### src/rtl/excl_monitor_pkg.sv
package excl_monitor_pkg;

    // Reservations cover 4-byte granules.
    localparam int GRAN_LSB = 2;

    typedef enum logic [1:0] {
        TR_IDLE = 2'b00,
        TR_BUSY = 2'b01,
        TR_NSEQ = 2'b10,
        TR_SEQ  = 2'b11
    } trans_e;

    // True for transfer types that carry a real access.
    function automatic logic f_moves(input logic [1:0] t);
        return (t == TR_NSEQ) || (t == TR_SEQ);
    endfunction

    // Granule tag of a byte address, kept at full width.
    function automatic logic [63:0] f_granule(input logic [63:0] a);
        return a >> GRAN_LSB;
    endfunction

endpackage

### src/rtl/excl_addr_decode.sv
module excl_addr_decode
    import excl_monitor_pkg::*;
#(
    parameter int ADDR_W = 32,
    parameter int ID_W   = 2
) (
    input  logic              hready,
    input  logic [1:0]        htrans,
    input  logic              hwrite,
    input  logic [ADDR_W-1:0] haddr,
    input  logic [ID_W-1:0]   hmaster,
    input  logic              hexcl,
    output logic              acc,
    output logic              wr,
    output logic              ex,
    output logic [ADDR_W-1:0] gran,
    output logic [ID_W-1:0]   mid
);

    logic [63:0] gran_wide;

    always_comb begin
        acc       = hready && f_moves(htrans);
        wr        = hwrite;
        ex        = hexcl;
        mid       = hmaster;
        gran_wide = f_granule(64'(haddr));
        gran      = gran_wide[ADDR_W-1:0];
    end

endmodule

### src/rtl/excl_rsv_entry.sv
module excl_rsv_entry #(
    parameter int ADDR_W = 32,
    parameter int ID_W   = 2,
    parameter int IDX    = 0
) (
    input  logic              clk,
    input  logic              rst,
    input  logic              acc,
    input  logic              wr,
    input  logic              ex,
    input  logic [ADDR_W-1:0] gran,
    input  logic [ID_W-1:0]   mid,
    input  logic              xw_pass,
    output logic              hit
);

    logic              valid_q;
    logic [ADDR_W-1:0] tag_q;
    logic              mine;
    logic              foreign_clear;

    always_comb begin
        mine = (mid == ID_W'(IDX));
        hit  = valid_q && (tag_q == gran);
        // Only writes that change memory remove another master's claim.
        foreign_clear = acc && !mine && wr && hit && (!ex || xw_pass);
    end

    always_ff @(posedge clk) begin
        if (rst) begin
            valid_q <= 1'b0;
            tag_q   <= '0;
        end else if (acc && mine && ex && !wr) begin
            valid_q <= 1'b1;
            tag_q   <= gran;
        end else if (acc && mine && ex && wr) begin
            valid_q <= 1'b0;
        end else if (foreign_clear) begin
            valid_q <= 1'b0;
        end
    end

    AST_XR_SETS: assert property (@(posedge clk) disable iff (rst)
        (acc && mine && ex && !wr) |=> valid_q);
    AST_XW_CLEARS_OWN: assert property (@(posedge clk) disable iff (rst)
        (acc && mine && ex && wr) |=> !valid_q);
    AST_OWN_WR_KEEPS: assert property (@(posedge clk) disable iff (rst)
        (acc && mine && wr && !ex && valid_q) |=> valid_q);
    AST_OTHER_RD_KEEPS: assert property (@(posedge clk) disable iff (rst)
        (acc && !mine && !wr && valid_q) |=> valid_q);

endmodule

### src/rtl/excl_monitor.sv
module excl_monitor
    import excl_monitor_pkg::*;
#(
    parameter int  NUM_MASTERS = 4,
    parameter int  ADDR_W      = 32,
    localparam int ID_W        = (NUM_MASTERS > 1) ? $clog2(NUM_MASTERS) : 1
) (
    input  logic              clk,
    input  logic              rst,
    input  logic              hready,
    input  logic [1:0]        htrans,
    input  logic              hwrite,
    input  logic [ADDR_W-1:0] haddr,
    input  logic [ID_W-1:0]   hmaster,
    input  logic              hexcl,
    output logic              exok
);

    logic                   acc;
    logic                   wr;
    logic                   ex;
    logic [ADDR_W-1:0]      gran;
    logic [ID_W-1:0]        mid;
    logic [NUM_MASTERS-1:0] hit;
    logic                   own_hit;
    logic                   xw_pass;
    logic                   pass;
    logic                   exok_q;

    excl_addr_decode #(.ADDR_W(ADDR_W), .ID_W(ID_W)) i_decode (
        .hready (hready),
        .htrans (htrans),
        .hwrite (hwrite),
        .haddr  (haddr),
        .hmaster(hmaster),
        .hexcl  (hexcl),
        .acc    (acc),
        .wr     (wr),
        .ex     (ex),
        .gran   (gran),
        .mid    (mid)
    );

    for (genvar g = 0; g < NUM_MASTERS; g++) begin : g_rsv
        excl_rsv_entry #(.ADDR_W(ADDR_W), .ID_W(ID_W), .IDX(g)) i_entry (
            .clk    (clk),
            .rst    (rst),
            .acc    (acc),
            .wr     (wr),
            .ex     (ex),
            .gran   (gran),
            .mid    (mid),
            .xw_pass(xw_pass),
            .hit    (hit[g])
        );
    end

    always_comb begin
        own_hit = 1'b0;
        for (int i = 0; i < NUM_MASTERS; i++) begin
            if (mid == ID_W'(i)) own_hit = hit[i];
        end
        xw_pass = ex && wr && own_hit;
        pass    = ex && (!wr || own_hit);
    end

    // Result register: loads at each ready edge, holds through wait states.
    always_ff @(posedge clk) begin
        if (rst) begin
            exok_q <= 1'b0;
        end else if (hready) begin
            exok_q <= acc && pass;
        end
    end

    assign exok = exok_q;

    AST_EXOK_NEEDS_EXCL: assert property (@(posedge clk) disable iff (rst)
        $rose(exok) |-> $past(hexcl && hready));
    AST_WAIT_HOLDS: assert property (@(posedge clk) disable iff (rst)
        !hready |=> $stable(exok));
    AST_IDLE_NO_EXOK: assert property (@(posedge clk) disable iff (rst)
        (hready && !htrans[1]) |=> !exok);
    AST_XW_NO_RSV_FAILS: assert property (@(posedge clk) disable iff (rst)
        (hready && htrans[1] && hexcl && hwrite && !own_hit) |=> !exok);
    AST_PLAIN_NO_EXOK: assert property (@(posedge clk) disable iff (rst)
        (hready && !hexcl) |=> !exok);

endmodule

### config.mk
export PLATFORM = sky130hd
export DESIGN_NAME = excl_monitor
export DESIGN_NICKNAME = d
export VERILOG_FILES = /design/src/rtl/excl_monitor_pkg.sv /design/src/rtl/excl_addr_decode.sv /design/src/rtl/excl_rsv_entry.sv /design/src/rtl/excl_monitor.sv
export SDC_FILE = /design/constraint.sdc
export NUM_CORES = 1
export LEC_CHECK = 0
export BUFFER_PORTS_ARGS = -buffer_cell sky130_fd_sc_hd__buf_2
export CAP_MARGIN = 20
export CELL_PAD_IN_SITES_DETAIL_PLACEMENT = 1
export CELL_PAD_IN_SITES_GLOBAL_PLACEMENT = 2
export CORE_ASPECT_RATIO = 1.25
export CORE_MARGIN = 3
export CORE_UTILIZATION = 30
export CTS_CLUSTER_SIZE = 25
export DETAILED_ROUTE_END_ITERATION = 12
export PLACE_DENSITY = 0.75
export SETUP_SLACK_MARGIN = 0.05
export SLEW_MARGIN = 15
export SYNTH_ARGS = -nofsm -noshare
export SYNTH_HDL_FRONTEND = slang
export SYNTH_SLANG_ARGS = --single-unit
### constraint.sdc
create_clock -name clk -period 2.3 [get_ports clk]
set_input_delay 0.345 -clock clk [delete_from_list [all_inputs] [get_ports clk]]
set_output_delay 0.345 -clock clk [all_outputs]
set_load 0.01 [all_outputs]
==> impl_metrics.py, run 1 <==
metrics = {
    "cts": {
        "clkSinkCount": 125,
        "cts-root-buf": "clkbuf_16",
        "cts-buffers-inserted": 17,
        "cts_tree": "yes",
        "clk_pin_slew_ns": 0.06,
        "clock_latency_ns": 0.42,
        "h-tree-depth": 4,
        "postCtsHoldBufs": 0,
        "cts_setup_buffers": 0,
        "cts_buffer_depth": 2,
    },
    "timing": {
        "max_freq_ghz": 0.464,
        "fin_tns_setup_ns": 0,
        "post-route-min-period_ns": 2.16,
        "final-max-slew-violation-count": 0,
        "slew_headroom": 0.590,
        "rsz0062_at_grt": "no",
        "period_share": 0.937,
        "setup_viol": 0,
        "tightestPinTransition_ns": 0.614,
        "hold_viol_final": 0,
        "clock-skew-final_ns": 0.00642,
    },
    "logic_synthesis": {
        "syn-cell-area_mm2": 0.00636,
        "synth_ff_type": "dfxtp_1",
        "syn_nets": 849,
        "synth-seq-area-share": 0.393,
        "yosysMostFrequentCell": "nand2_1",
        "yosysTopAreaCellShare": 0.393,
        "syn_avg_cell_area_um2": 7.87,
        "ys_warn_count": 0,
        "syn_inst": 808,
        "ys_top_cells_by_area": "dfxtp_1, nand2_1, xnor2_1, a21oi_1, nand4_1",
        "ys_types": 28,
        "async_reset_ff_frac": 0,
        "yosysTopAreaCell": "dfxtp_1",
        "netlist_top_cells_count": "nand2_1, dfxtp_1, a21oi_1",
        "synth_edf_count": 0,
        "ys_ff_latch": 125,
    },
    "setup_path": {
        "cp_max_fo": 5,
        "critPathKind": "flip-flop to flip-flop",
        "required_ns": 2.60,
        "critPathMaxStageDelay_ns": 0.56,
        "slowest_stage": "or4_1",
        "start_kind": "flip-flop",
        "path_cells": "xnor2_2 -> nand4_1 -> or4_1 -> nor4_1 -> mux4_2 -> o21ai_1",
        "end_kind": "flip-flop",
        "arrival_ns": 2.46,
    },
    "global_routing": {
        "grt_max_degree": 49,
        "track_usage": 0.202,
        "antenna_found_initial": 0,
        "grt_pass1_wl_mm": 34.4,
        "grt_pass1_vias": 5732,
        "grt_overflow": 0,
    },
    "final_layout": {
        "areaGrowthSynthToFinish_pct": 22.9,
        "nNetsFinal": 933,
        "antenna_cells": 0,
        "drive_above_1_share": 0.207,
        "final_core_util": 0.382,
    },
    "pwr": {
        "p_leak_nw": 2.52,
        "vdd_drop_max_uv": 538,
        "p_per_area_mw_per_mm2": 692,
    },
    "status": {
        "status": "completed",
    },
    "flow_run": {
        "max_cap_viol_count": 0,
    },
    "drt": {
        "routed_wl_mm": 22.4,
        "detail_route.wl_per_cell_um": 19.1,
        "dr.pass1.iters": 4,
        "vias": 5730,
        "avgViaCountPerCell": 4.89,
        "drcViolationCount": 0,
        "ant_nets": 0,
        "drt_iter0_drc": 330,
    },
    "floorplan": {
        "core_mm2": 0.0205,
        "start_util": 0.311,
        "die_h_um": 169,
        "dieWidth_um": 136,
        "pin_count": 42,
        "rows": 58,
        "die_area_mm2": 0.0230,
    },
    "placement": {
        "globalplace.congestion": 0.910,
        "numPortBuffers": 38,
        "hpwl_mm": 16.7,
    },
    "hold_path": {
        "min_path_type": "input pin to flip-flop",
    },
}
critical path, delay by kind of cell, from the launching register on:
kind	cells	cell delay (ns)
xor gates and xnor gates	1	0.21
DFF	1	0.33
AOI/OAI and AO/OA	1	0.09
and+or+nand+nor	3	1.03
muxes	1	0.37
report_power, final:
| part | switching (mW) | internal (mW) | leakage, nW |
|---|---|---|---|
| Clock | 0.977 | 1.65 | 0.274 |
| Sequential | 0.0143 | 2.19 | 1.01 |
| Combinational | 0.341 | 0.240 | 1.24 |
| Total | 1.33 | 4.08 | 2.52 |
stage by stage:
| step | setup WS (ns) | cell area [µm²] | power [mW] | std cells | hold WS [ns] |
|---|---|---|---|---|---|
| 6_report | 0.145 | 7820 | 5.41 | 1172 | 0.227 |
| 5_1_grt | 0.0521 | 7820 | 5.63 | 1172 | 0.230 |
| 4_1_cts | 0.0536 | 7780 | 5.48 | 1172 | 0.212 |
| 3_5_place_dp | -0.131 | 7210 | 2.82 | 1143 | 0.461 |
| 3_3_place_gp | -0.125 | 7210 | 2.82 | 1143 | 0.454 |
| 2_1_floorplan | 0.313 | 6360 | 2.57 | 808 | 0.449 |
cells by family after synthesis:
family / Yosys count / share of synthesized area
simple gates: 359 / 0.248
buf+inv: 69 / 0.0673
xor+xnor: 120 / 0.181
mux: 1 / 0.00354
flops: 125 / 0.393
compound gates: 134 / 0.107
sequential cells by signal (all words and copies together) (netlist names):
register	flops
g_rsv.i_entry.tag_q	120
g_rsv.i_entry.valid_q	4
exok	1
area by class of cell:
type	instances	area (µm²)
clock inverters	7	90.1
clock buffers	22	474
flip-flops and latches	125	2500
well taps	270	338
fillers	2534	12600
multi-input cells	614	3490
repair buffers	134	926
per-layer routing:
metal	wire length [µm]	global-route usage	share of wire
met1	10100	0.260	0.45
met2	10900	0.335	0.49
met3	717	0.0312	0.032
met4	656	0.0824	0.029
met5	0	0	0
cell usage in the layout (no fill, tap or decap), types with 4 or more instances in the layout:
| cell | n |
|---|---|
| nand2_1 | 262 |
| nand3_1 | 11 |
| a21oi_1 | 124 |
| nor4_1 | 11 |
| o21ai_1 | 4 |
| clkbuf_16 | 17 |
| nor2_1 | 5 |
| dfxtp_1 | 124 |
| xnor2_1 | 105 |
| xnor2_2 | 15 |
| buf_4 | 96 |
| buf_2 | 37 |
| nand4_1 | 51 |
what timing repair did:
| item | 4_1_cts | 5_1_grt |
|---|---|---|
| pin swaps | 0 | 2 |
| setup endpoints to repair | 5 | 5 |
| resized for setup | 1 | 7 |
path summary, 6_finish.rpt:
kind	start	endpoint	slack (ns)	cells past startpoint
setup / recovery	g_rsv[3].i_entry.tag_q[2]	g_rsv[0].i_entry.valid_q	0.14	6
hold / removal	haddr[8]	g_rsv[1].i_entry.tag_q[6]	0.23	3
setup reg to reg	g_rsv[3].i_entry.tag_q[2]	g_rsv[0].i_entry.valid_q	0.14	6
hold reg to reg	g_rsv[2].i_entry.tag_q[13]	g_rsv[2].i_entry.tag_q[13]	0.47	2
Note: power is estimated with default switching activity, not from simulation.
==> inputs of run 2 (changes only) <==
- SYNTH_HIERARCHICAL: default -> 1
==> run 2 against run 1 <==
Effect of this change:
- the flow now finishes with violations (setup timing)
- critical path depth grew 4
- synthesized cell count grew 4.0%
- sequential cell count grew 8
- clock-buffer cell count shrank 5
- hold slack lost 0.011 ns
- global-route usage shrank 3.2 points
- setup slack lost 0.41 ns
- sequential share of layout area grew 1.8 points
- critical endpoint is now g_rsv[2].i_entry/valid_q
- highest routed layer unchanged
==> impl_metrics.py, run 2 <==
metrics = {
    "cts": {
        "cts-root-buf": "clkbuf_16",
        "cts_tree": "yes",
        "postCtsHoldBufs": 0,
        "clkSinkCount": 133,
        "clock_latency_ns": 0.43,
        "cts_buffer_depth": 2,
        "cts-buffers-inserted": 17,
        "clk_pin_slew_ns": 0.06,
        "h-tree-depth": 4,
    },
    "global_routing": {
        "grt_pass1_wl_mm": 30.7,
        "grt_max_degree": 46,
        "grt_overflow": 0,
        "track_usage": 0.170,
        "antenna_found_initial": 0,
        "grt_pass1_vias": 5791,
    },
    "timing": {
        "hold_viol_final": 0,
        "max_freq_ghz": 0.390,
        "post-route-min-period_ns": 2.56,
        "clock-skew-final_ns": 0.0132,
        "setup_viol": 5,
        "period_share": 1.11,
        "tightestPinTransition_ns": 0.592,
        "slew_headroom": 0.605,
        "rsz0062_at_grt": "yes",
        "final-max-slew-violation-count": 0,
        "setup_ws_ns": -0.264,
    },
    "logic_synthesis": {
        "ys_warn_count": 6,
        "ys_ff_latch": 133,
        "syn-cell-area_mm2": 0.00652,
        "syn_inst": 840,
        "netlist_top_cells_count": "nand2_1, a21oi_1, dfxtp_1",
        "synth-seq-area-share": 0.408,
        "yosysTopAreaCell": "dfxtp_1",
        "ys_types": 34,
        "ys_top_cells_by_area": "dfxtp_1, nand2_1, a21oi_1, xor2_1, xnor2_1",
        "yosysTopAreaCellShare": 0.408,
        "yosysMostFrequentCell": "nand2_1",
        "syn_avg_cell_area_um2": 7.77,
        "async_reset_ff_frac": 0,
        "synth_edf_count": 0,
        "synth_ff_type": "dfxtp_1",
    },
    "setup_path": {
        "ff2ff_path_depth": 10,
        "critPathKind": "flip-flop to flip-flop",
        "r2r_setup_slack_ns": -0.26,
        "crit-reg2reg-launch": "g_rsv[2].i_entry/tag_q[8]",
        "r2r-end": "g_rsv[2].i_entry/valid_q",
        "start_kind": "flip-flop",
        "required_ns": 2.60,
        "end_kind": "flip-flop",
        "cp_max_fo": 4,
        "arrival_ns": 2.87,
    },
    "drt": {
        "met3_length_um": 449,
        "detail_route.wl_per_cell_um": 16.4,
        "wl_met1_mm": 8.78,
        "ant_nets": 0,
        "routed_wl_mm": 19.1,
        "avgViaCountPerCell": 4.72,
        "drt_iter0_drc": 197,
        "wl_met2_mm": 9.32,
        "vias": 5504,
        "drcViolationCount": 0,
        "dr.pass1.iters": 4,
        "routed.top_layer": "met4",
    },
    "floorplan": {
        "start_util": 0.309,
        "die_area_mm2": 0.0236,
        "rows": 59,
        "die_h_um": 171,
        "dieWidth_um": 138,
        "pin_count": 42,
        "core_mm2": 0.0211,
    },
    "placement": {
        "pre_cts_ws_ns": -0.499,
        "hpwl_mm": 13.3,
        "globalplace.congestion": 0.828,
        "numPortBuffers": 38,
    },
    "pwr": {
        "p_per_area_mw_per_mm2": 730,
        "vdd_drop_max_uv": 594,
        "p_leak_nw": 2.78,
        "p_total_mw": 5.75,
    },
    "status": {
        "violations": "setup timing",
        "status": "finished, violations left",
    },
    "final_layout": {
        "largest-register": "g_rsv.i_entry/tag_q",
        "nNetsFinal": 919,
        "areaGrowthSynthToFinish_pct": 20.8,
        "fill_cells": 2624,
        "drive_above_1_share": 0.186,
        "final_common_cell": "nand2_1",
        "largest_reg_flops": 128,
        "final_cell_mix": "nand2_1, a21oi_1, dfxtp_1",
        "antenna_cells": 0,
    },
    "flow_run": {
        "max_cap_viol_count": 0,
    },
    "hold_path": {
        "hp-start": "haddr[29]",
        "whs_path_depth": 3,
        "hold_end": "g_rsv[0].i_entry/tag_q[27]",
        "min_path_type": "input pin to flip-flop",
    },
}
## run 2: final cells by class
| class | count | area (µm²) | area share |
|---|---|---|---|
| Timing Repair Buffer | 98 | 681 | 0.0864 |
| Clock inverter | 15 | 216 | 0.0275 |
| Inverter | 10 | 37.5 | 0.00476 |
| Multi-Input combinational cell | 618 | 3510 | 0.446 |
| Clock buffer | 17 | 425 | 0.0540 |
| Tap cell | 274 | 343 | 0.0435 |
| Sequential cell | 133 | 2670 | 0.338 |
## run 2: critical path, cell delays in order (launching register included)
cell and delay, ns:
dfxtp_1 0.33, xor2_1 0.17, nor4_2 0.34, nand4_1 0.20, or3_4 0.43, nor4_4 0.13, mux4_2 0.28, and3_4 0.20
inv_1 0.05, a221oi_2 0.22, a31oi_1 0.10
## run 2: cells by family after synthesis
| group | Yosys count | synth area share |
|---|---|---|
| AND/OR/NAND/NOR | 345 | 0.230 |
| multiplexers | 1 | 0.00345 |
| other | 1 | 0.000575 |
| flip-flops | 133 | 0.408 |
| AO/OA/AOI/OAI | 146 | 0.118 |
| buffers and inverters | 90 | 0.0738 |
| XOR/XNOR | 124 | 0.166 |
## run 2: power by group
part           leakage, nW  total (mW)  switching [mW]  internal (mW)
sequential            1.07        2.33          0.0115           2.32
clock                0.301        2.99            1.15           1.85
combinational         1.41       0.427           0.264          0.163
total                 2.78        5.75            1.42           4.33
## run 2: worst max-delay path by stage
stage	startpoint	endpoint	slack, ns	cells past startpoint
3_5_place_dp	haddr[18]	g_rsv[1].i_entry/valid_q	-0.50	11
3_3_place_gp	haddr[9]	g_rsv[2].i_entry/valid_q	-0.52	11
4_1_cts	g_rsv[0].i_entry/tag_q[27]	g_rsv[1].i_entry/valid_q	-0.21	10
5_1_grt	g_rsv[0].i_entry/tag_q[19]	g_rsv[2].i_entry/valid_q	-0.39	10
2_1_floorplan	haddr[17]	g_rsv[1].i_entry/valid_q	-0.04	11
6_report	g_rsv[2].i_entry/tag_q[8]	g_rsv[2].i_entry/valid_q	-0.26	10
## run 2: metrics by stage
step                      area (µm²)  TNS [ns]  utilization  hold slack, ns  std cells
after floorplan                 6570    -0.105            -           0.414        841
after global placement          7100     -2.31        0.336           0.454       1128
after detailed placement        7100     -2.22        0.336           0.461       1128
after CTS                       7820    -0.860        0.370           0.202       1164
after global routing            7880     -1.81        0.373           0.215       1165
final                           7880     -1.19        0.373           0.216       1165
## run 2: layer usage
metal  vias up  GRT usage
li1       2780          -
met1      2635      0.213
met2        67      0.286
met3        22     0.0271
met4         0     0.0735
met5         -          0
## run 2: timing repair
| item | 4_1_cts | 5_1_grt |
|---|---|---|
| resized for setup | 9 | 9 |
| endpoints found under the setup margin | 5 | 5 |
| pin swaps | 11 | 12 |
| gates cloned | 0 | 0 |
| setup buffers | 4 | 1 |
